### config.mk
export PLATFORM = sky130hd
export DESIGN_NAME = plu_scaler
export DESIGN_NICKNAME = d
export VERILOG_FILES = /design/src/rtl/plu_pkg.sv /design/src/rtl/plu_regs.sv /design/src/rtl/plu_matrix.sv /design/src/rtl/plu_counters.sv /design/src/rtl/plu_scaler.sv
export SDC_FILE = /design/constraint.sdc
export NUM_CORES = 1
export LEC_CHECK = 0
export BUFFER_PORTS_ARGS = -buffer_cell sky130_fd_sc_hd__buf_2
export CAP_MARGIN = 0
export CORE_UTILIZATION = 63
export CTS_CLUSTER_SIZE = 24
export DETAILED_ROUTE_END_ITERATION = 7
export PLACE_DENSITY = 0.8
export SETUP_SLACK_MARGIN = 0.15
export SYNTH_ARGS = -nofsm -noshare
export SYNTH_HDL_FRONTEND = slang
export SYNTH_SLANG_ARGS = --single-unit
export TNS_END_PERCENT = 100
### constraint.sdc
create_clock -name clk -period 22.2 [get_ports clk]
set_input_delay 3.33 -clock clk [delete_from_list [all_inputs] [get_ports clk]]
set_output_delay 3.33 -clock clk [all_outputs]
set_load 0.02 [all_outputs]
### src/rtl/plu_pkg.sv
package plu_pkg;

  // Address layout is derived from the output count:
  //   [0, N)        AND masks
  //   [N, 2N)       OR masks
  //   2N            invert register
  //   2N+1          control (bit 0 = clear scalers)
  //   [3N, 4N)      scalers
  function automatic int and_addr(input int n_out, input int k);
    return k;
  endfunction

  function automatic int or_addr(input int n_out, input int k);
    return n_out + k;
  endfunction

  function automatic int inv_addr(input int n_out);
    return 2 * n_out;
  endfunction

  function automatic int ctrl_addr(input int n_out);
    return 2 * n_out + 1;
  endfunction

  function automatic int cnt_addr(input int n_out, input int k);
    return 3 * n_out + k;
  endfunction

  localparam int CTRL_CLR_BIT = 0;

endpackage

### src/rtl/plu_regs.sv
module plu_regs
  import plu_pkg::*;
#(
  parameter int NUM_IN  = 16,
  parameter int NUM_OUT = 8,
  parameter int ADDR_W  = 5,
  parameter int DATA_W  = 32
) (
  input  logic                             clk,
  input  logic                             rst_n,
  input  logic                             bus_wr,
  input  logic [ADDR_W-1:0]                bus_addr,
  input  logic [DATA_W-1:0]                bus_wdata,
  output logic [NUM_OUT-1:0][NUM_IN-1:0]   and_mask,
  output logic [NUM_OUT-1:0][NUM_IN-1:0]   or_mask,
  output logic [NUM_OUT-1:0]               inv_mask,
  output logic                             clr_pulse
);

  logic [NUM_OUT-1:0][NUM_IN-1:0] and_q, and_d;
  logic [NUM_OUT-1:0][NUM_IN-1:0] or_q, or_d;
  logic [NUM_OUT-1:0]             inv_q, inv_d;
  logic                           cfg_en;

  // next-state: decode the write address against each location
  always_comb begin
    and_d = and_q;
    or_d  = or_q;
    inv_d = inv_q;
    for (int k = 0; k < NUM_OUT; k++) begin
      if (bus_addr == ADDR_W'(and_addr(NUM_OUT, k)))
        and_d[k] = bus_wdata[NUM_IN-1:0];
      if (bus_addr == ADDR_W'(or_addr(NUM_OUT, k)))
        or_d[k] = bus_wdata[NUM_IN-1:0];
    end
    if (bus_addr == ADDR_W'(inv_addr(NUM_OUT)))
      inv_d = bus_wdata[NUM_OUT-1:0];
  end

  assign cfg_en = bus_wr;

  always_ff @(posedge clk or negedge rst_n) begin
    if (!rst_n) begin
      and_q <= '0;
      or_q  <= '0;
      inv_q <= '0;
    end else if (cfg_en) begin
      and_q <= and_d;
      or_q  <= or_d;
      inv_q <= inv_d;
    end
  end

  assign clr_pulse = bus_wr
                   && (bus_addr == ADDR_W'(ctrl_addr(NUM_OUT)))
                   && bus_wdata[CTRL_CLR_BIT];

  assign and_mask = and_q;
  assign or_mask  = or_q;
  assign inv_mask = inv_q;

endmodule

### src/rtl/plu_matrix.sv
module plu_matrix #(
  parameter int NUM_IN  = 16,
  parameter int NUM_OUT = 8
) (
  input  logic                           clk,
  input  logic                           rst_n,
  input  logic [NUM_IN-1:0]              in_sig,
  input  logic [NUM_OUT-1:0][NUM_IN-1:0] and_mask,
  input  logic [NUM_OUT-1:0][NUM_IN-1:0] or_mask,
  input  logic [NUM_OUT-1:0]             inv_mask,
  output logic [NUM_OUT-1:0]             out_q
);

  logic [NUM_OUT-1:0] out_d;

  for (genvar k = 0; k < NUM_OUT; k++) begin : g_term
    logic and_sel_any;
    logic and_all_hit;
    logic and_term;
    logic or_term;

    always_comb begin
      and_sel_any = |and_mask[k];
      and_all_hit = ((in_sig & and_mask[k]) == and_mask[k]);
      and_term    = and_sel_any & and_all_hit;
      or_term     = |(in_sig & or_mask[k]);
      out_d[k]    = (and_term | or_term) ^ inv_mask[k];
    end
  end

  always_ff @(posedge clk or negedge rst_n) begin
    if (!rst_n) out_q <= '0;
    else        out_q <= out_d;
  end

endmodule

### src/rtl/plu_counters.sv
module plu_counters #(
  parameter int NUM_OUT = 8,
  parameter int CNT_W   = 32
) (
  input  logic                          clk,
  input  logic                          rst_n,
  input  logic [NUM_OUT-1:0]            lvl,
  input  logic                          gate,
  input  logic                          clr,
  output logic [NUM_OUT-1:0][CNT_W-1:0] cnt
);

  logic [NUM_OUT-1:0] prev_q;
  logic [NUM_OUT-1:0] rise;

  assign rise = lvl & ~prev_q;

  always_ff @(posedge clk or negedge rst_n) begin
    if (!rst_n) prev_q <= '0;
    else        prev_q <= lvl;
  end

  for (genvar k = 0; k < NUM_OUT; k++) begin : g_cnt
    logic [CNT_W-1:0] cnt_q, cnt_d;
    logic             cnt_en;

    always_comb begin
      cnt_en = clr | (gate & rise[k]);
      if (clr) cnt_d = '0;
      else     cnt_d = cnt_q + 1'b1;
    end

    always_ff @(posedge clk or negedge rst_n) begin
      if (!rst_n)      cnt_q <= '0;
      else if (cnt_en) cnt_q <= cnt_d;
    end

    assign cnt[k] = cnt_q;
  end

endmodule

### src/rtl/plu_scaler.sv
module plu_scaler
  import plu_pkg::*;
#(
  parameter int NUM_IN  = 16,
  parameter int NUM_OUT = 8,
  parameter int CNT_W   = 32,
  parameter int DATA_W  = 32,
  parameter int ADDR_W  = $clog2(4 * NUM_OUT)
) (
  input  logic              clk,
  input  logic              rst_n,
  input  logic [NUM_IN-1:0] in_sig,
  input  logic              gate,
  input  logic              bus_wr,
  input  logic [ADDR_W-1:0] bus_addr,
  input  logic [DATA_W-1:0] bus_wdata,
  output logic [DATA_W-1:0] bus_rdata,
  output logic [NUM_OUT-1:0] out_sig
);

  logic                           rst_meta_q;
  logic                           rst_sync_n;
  logic [NUM_OUT-1:0][NUM_IN-1:0] and_mask;
  logic [NUM_OUT-1:0][NUM_IN-1:0] or_mask;
  logic [NUM_OUT-1:0]             inv_mask;
  logic                           clr_pulse;
  logic [NUM_OUT-1:0][CNT_W-1:0]  cnt_arr;
  logic [DATA_W-1:0]              rdata_d, rdata_q;

  // reset: asserted asynchronously, released on a clock edge
  always_ff @(posedge clk or negedge rst_n) begin
    if (!rst_n) begin
      rst_meta_q <= 1'b0;
      rst_sync_n <= 1'b0;
    end else begin
      rst_meta_q <= 1'b1;
      rst_sync_n <= rst_meta_q;
    end
  end

  plu_regs #(
    .NUM_IN (NUM_IN),
    .NUM_OUT(NUM_OUT),
    .ADDR_W (ADDR_W),
    .DATA_W (DATA_W)
  ) u_regs (
    .clk      (clk),
    .rst_n    (rst_sync_n),
    .bus_wr   (bus_wr),
    .bus_addr (bus_addr),
    .bus_wdata(bus_wdata),
    .and_mask (and_mask),
    .or_mask  (or_mask),
    .inv_mask (inv_mask),
    .clr_pulse(clr_pulse)
  );

  plu_matrix #(
    .NUM_IN (NUM_IN),
    .NUM_OUT(NUM_OUT)
  ) u_matrix (
    .clk     (clk),
    .rst_n   (rst_sync_n),
    .in_sig  (in_sig),
    .and_mask(and_mask),
    .or_mask (or_mask),
    .inv_mask(inv_mask),
    .out_q   (out_sig)
  );

  plu_counters #(
    .NUM_OUT(NUM_OUT),
    .CNT_W  (CNT_W)
  ) u_counters (
    .clk  (clk),
    .rst_n(rst_sync_n),
    .lvl  (out_sig),
    .gate (gate),
    .clr  (clr_pulse),
    .cnt  (cnt_arr)
  );

  // read mux, registered: data for bus_addr appears one clock later
  always_comb begin
    rdata_d = '0;
    for (int k = 0; k < NUM_OUT; k++) begin
      if (bus_addr == ADDR_W'(and_addr(NUM_OUT, k)))
        rdata_d = DATA_W'(and_mask[k]);
      if (bus_addr == ADDR_W'(or_addr(NUM_OUT, k)))
        rdata_d = DATA_W'(or_mask[k]);
      if (bus_addr == ADDR_W'(cnt_addr(NUM_OUT, k)))
        rdata_d = DATA_W'(cnt_arr[k]);
    end
    if (bus_addr == ADDR_W'(inv_addr(NUM_OUT)))
      rdata_d = DATA_W'(inv_mask);
  end

  always_ff @(posedge clk or negedge rst_sync_n) begin
    if (!rst_sync_n) rdata_q <= '0;
    else             rdata_q <= rdata_d;
  end

  assign bus_rdata = rdata_q;

endmodule

Yosys cells after proc, flatten, opt, wreduce, memory -nomap -nowiden
Cells that the tools add are included.
- flip-flop bits (word level): 570
- input bits: 57
- output and inout bits: 40
- add/sub/neg operators: 8
- eq/ne operators: 33
- muxes and demuxes: 33
- bitwise operators: 58
- reductions and logical operators: 36
- operators with widths (cell ; number):
    32-bit two-way mux ; 31
    32-bit by 1-bit adder with 32-bit output, second input constant ; 8
    16-bit AND ; 16
    16-bit OR reduction ; 16
    16-bit == test ; 8
    5-bit == test, second input constant ; 10
    5-bit by 4-bit == test with 1-bit output, second input constant ; 8
    2-bit AND reduction ; 17
    16-bit two-way mux ; 2
    5-bit by 3-bit == test with 1-bit output, second input constant ; 4
    1-bit AND ; 16
    1-bit bitwise OR ; 16
    5-bit by 2-bit == test with 1-bit output, second input constant ; 2
    8-bit AND ; 1
    8-bit inverter ; 1
    1-bit bitwise XOR ; 8
    5-bit by 1-bit == test with 1-bit output, second input constant ; 1
    5-bit zero test ; 1
    1-bit logical AND ; 2

Logic depth before layout (Yosys ltp)
- depth after elaboration: 26
- mapped depth: 12
- depth with buffers taken out: 7

Modules after synthesis
From an unflattened synthesis, not the netlist that was laid out.
- cell total of the unflattened synthesis: 3164
- area total of the unflattened synthesis: 31690.4 um^2
- by module, submodules not included (module ; instances ; cells each ; area each (um^2) ; seq. area each (um^2)):
    plu_counters ; 1 ; 1379 ; 13042.5 ; 6606.3
    plu_regs ; 1 ; 592 ; 10035.9 ; 6606.3
    plu_scaler ; 1 ; 873 ; 6279.8 ; 850.8
    plu_matrix ; 1 ; 320 ; 2332.2 ; 200.2

Worst setup path before layout
No wires, ideal clock.
- path type: input to register
- start point: input port bus_addr[1]
- end point: register u_regs.or_q (netlist bit u_regs.or_mask[118])
- arrival time: 5.051 ns
- data required time: 22.075 ns
- path slack: 17.024 ns
- stages: 7
- path buffers: 4
- cell sequence: buf_4 > buf_2 > buf_1 > nand3_1 > nor2_1 > buf_2 > mux2_2
- longest elaborated chain between the ends: 2
- RTL lines (item ; RTL line ; text):
    start: declaration ; plu_scaler.sv:15 ; input logic [ADDR_W-1:0] bus_addr,
    5-bit by 4-bit == test with 1-bit output ; plu_regs.sv:33 ; if (bus_addr == ADDR_W'(or_addr(NUM_OUT, k)))
    2-bit AND reduction (no source line) ; - ;
    end signal: assignment ; plu_regs.sv:49 ; or_q <= or_d;
    end: declaration ; plu_regs.sv:21 ; logic [NUM_OUT-1:0][NUM_IN-1:0] or_q, or_d;
No other way between the ends.
A chain may end at the register's enable or synchronous reset.

Worst setup path in the final report
- start point: input port bus_addr[0]
- end point: register u_counters.g_cnt[7].cnt_q[25]
- longest elaborated chain between the ends: 4
- elaborated cells on any way between the ends: 5
- classes of those cells: eq/ne: 1; mux: 1; bitwise: 1; reduce/logical: 2
- RTL lines (item ; RTL line ; text):
    5-bit == test * ; plu_regs.sv:55 ; && (bus_addr == ADDR_W'(ctrl_addr(NUM_OUT)))
    1-bit logical AND * ; plu_regs.sv:55 ;
    1-bit logical AND * ; plu_regs.sv:56 ; && bus_wdata[CTRL_CLR_BIT];
    32-bit two-way mux or 1-bit bitwise OR (tied branches) ; plu_counters.sv:29, plu_counters.sv:28 ;
    end signal: assignment ; plu_counters.sv:35 ; else if (cnt_en) cnt_q <= cnt_d;
    end: declaration ; plu_counters.sv:24 ; logic [CNT_W-1:0] cnt_q, cnt_d;
Mark *: on every way between the ends. The rest lies on a longest branch, timed or not.

==> results.ini <==
[outcome]
status=complete, but fails checks
violations=design-rule violations

[detailed_routing]
drt_iter0_drc=4689
via_per_inst=7.553
vias=27650
wire_per_inst_um=33.84
detail-route-antenna-nets=0
wl_um=123900
drc=1
drt-pass1-iter-count=8

[place]
numPortBuffers=80
dpl_cell_area_mm2=0.03104
dp_slack_ns=14.50
place.gp.congestion=1.101
hpwl_um=87300
dp.cells=3557

[power]
peakVddDrop_uv=82.56
leakage_nw=14.51
pwr_density_cell_mw_per_mm2=86.90

[clocking]
htree_num_levels=2
hold_buffers=0
root_buffer=clkbuf_16
clk_pin_slew_ns=0.06
clock_sinks=570
clk-insertion-delay-late_ns=0.63
cts_tree=done
cts_setup_buffers=0
cts_buffer_depth=3
ctsResizeCount=0
cts_buffers=58

[critical_path]
rr_worst_depth=3
path_class=primary input to flop
crit_path_top_delay_cell=buf_4
crit_top_cell=buf_4
endpoint_kind=flop
path_buf_inv=3
cp_cell_sequence=buf_2, buf_4, nor3b_4, and2_4, buf_4, or2_2, and4_1, nand3_1, xor2_1, nor2_1
critPathRequiredTime_ns=22.66
critPathTopFamily=simple AND/OR/NAND/NOR gates
r2r_slack_ns=18.80
reg2reg_from=rst_sync_n
r2r-end=u_regs.or_mask[72]
slowest_delay_ns=0.82
cp.depth=10
endpoint=u_counters.g_cnt[7].cnt_q[25]
critical_path.max_fanout=85
start_kind=primary input
worstPathArrival_ns=7.68
startpoint=bus_addr[0]

[grt]
grt_overflow=0
antenna_found_initial=2
grt_first_pass_wirelength_um=179500
grt_pass1_vias=26710
grt_start_max_net_pins=101
grt.total_usage=0.5010

[finish]
nets=3067
syn_to_final_growth_pct=8.187
antenna_cells=0
fin_area_mm2=0.03287
fin_util=0.6899
drive_gt1_frac=0.1717
fin_cells=3661

[synth]
ys_async_sr_fraction=1.000
synth-edff-count=0
yosysUniqueCellTypes=90
synth.top_cells.by_area=dfrtp_1 (47%), mux2_2 (10%), xor2_1 (4.4%), nor2_1 (3.9%), nand2_1 (2.4%)
synth_ff_type=dfrtp_1
synth_seq_area_share=0.4695
syn_inst=3012
ys_ff_latch=570
netlist_area_mm2=0.03038
synth_nets=3077
yosysTopAreaCell=dfrtp_1
syn_area_per_cell_um2=10.09
synth_top_area_share=0.4695
yosys_warnings=0

[sta]
setup_tns_ns=0
fin_worst_skew_ns=0.02042
slew_violations=0
hold_violations=0
worstMarginPinSlew_ns=1.142
finalSetupViolCount=0
fmax_mhz=138.5
final.min_clock_period_ns=7.219
post-route-period-util=0.3252
rsz0062_at_grt=no
setup_ws_ns=14.98
slew_headroom=0.2360

[floorplan]
rows=80
ios=97
dieHeight_um=221.6
die_area_mm2=0.04911
core_mm2=0.04765
initial_utilization=0.6377
fp.dieW_um=221.6

[worst_hold_path]
min_path_type=flop to async pin

[flow_run]
drv_cap=0

cells by family (layout without fill, tap and decap cells):
family | after synthesis | count (layout) | synth area share
xor+xnor | 214 | 214 | 0.06169
other cells | 1 | 1 | 0.0001234
fa+ha+maj | 8 | 8 | 0.003295
flops | 570 | 570 | 0.4695
buf+inv | 233 | 267 | 0.03266
simple gates | 1023 | 1023 | 0.1709
mux | 317 | 317 | 0.1156
compound gates | 646 | 646 | 0.1462
worst register-to-register path: cells and delay by family (launching register included):
kind                   cells  cell delay, ns
buffers and inverters      3            2.54
DFF                        1            0.85
registers in the layout (all words and copies together), names as in the netlist:
name                    cells
rst_sync_n                  1
u_regs.inv_mask             8
u_matrix.out_q              8
u_regs.and_mask           128
u_regs.or_mask            128
rst_meta_q                  1
u_counters.g_cnt.cnt_q    256
bus_rdata                  32
u_counters.prev_q           8
metal layers:
layer | vias to the layer above | GRT usage | share of wire
met1 | 13680 | 0.6579 | 0.37
met2 | 2377 | 0.7102 | 0.41
met3 | 537 | 0.1806 | 0.14
met4 | 2 | 0.3029 | 0.076
li1 | 11050 | - | -
met5 | - | 0 | 0.00040
synth_stat cells, types with 58 or more instances:
cell,n
nand4_1,100
a22oi_1,91
mux2_2,270
a21oi_1,138
o21ai_0,132
a221oi_1,58
nor2_1,319
xnor2_1,62
xor2_1,152
nand2_1,191
nand3_1,97
dfrtp_1,570
clkbuf_1,113
through the flow:
stage / hold slack, ns / total power [mW]
after floorplan: 0.3312 / 1.624
after global placement: 0.3394 / 1.833
after detailed placement: 0.3524 / 1.859
after CTS: 0.3661 / 2.810
after global routing: 0.3765 / 2.915
final: 0.3508 / 2.856
layout make-up:
cell class / count / area, um2
clock inverters: 27 / 249.0
well taps: 615 / 769.5
inverters: 49 / 183.9
repair buffers: 114 / 658.1
clock buffers: 77 / 1583
flip-flops and latches: 570 / 14270
fillers: 3482 / 14780
multi-input cells: 2209 / 15160
power breakdown:
| group | internal [mW] | switching, mW | total, mW |
|---|---|---|---|
| clock | 0.536 | 0.427 | 0.963 |
| combinational | 0.200 | 0.269 | 0.469 |
| sequential | 1.18 | 0.244 | 1.42 |
| total | 1.92 | 0.940 | 2.86 |
worst min path at each step:
stage | startpoint | end | slack [ns] | cells after the start
floorplan | rst_meta_q | rst_sync_n | 0.33 | 0
global placement | rst_meta_q | rst_sync_n | 0.34 | 0
detailed placement | rst_meta_q | rst_sync_n | 0.35 | 0
CTS | rst_meta_q | rst_sync_n | 0.37 | 0
global route | rst_meta_q | rst_sync_n | 0.38 | 0
finish | rst_sync_n | u_regs.and_mask[1] | 0.35 | 0
layout by cell type (no fill, tap or decap), drive strengths merged, types with 8 or more instances in the layout:
cell type and count:
dfrtp 570, nor2 325, mux2 270, nand2 195
xor2 152, a21oi 138, o21ai 134, buf 114
nand4 102, nand3 99, a22oi 91, clkbuf 77
xnor2 62, a221oi 58, a22o 57, inv 51
or3 49, mux2i 47, nor4 47, nor3 35
and3 33, nor2b 27, and2 26, and4 24
o211ai 19, o22ai 19, clkinv 17, or2 13
a222oi 12, a221o 12, a2111oi 12, a31oi 11
a211oi 11, o221ai 10, nand3b 8, a21o 8
and3b 8, ha 8
Note: power is estimated with default switching activity, not from simulation.
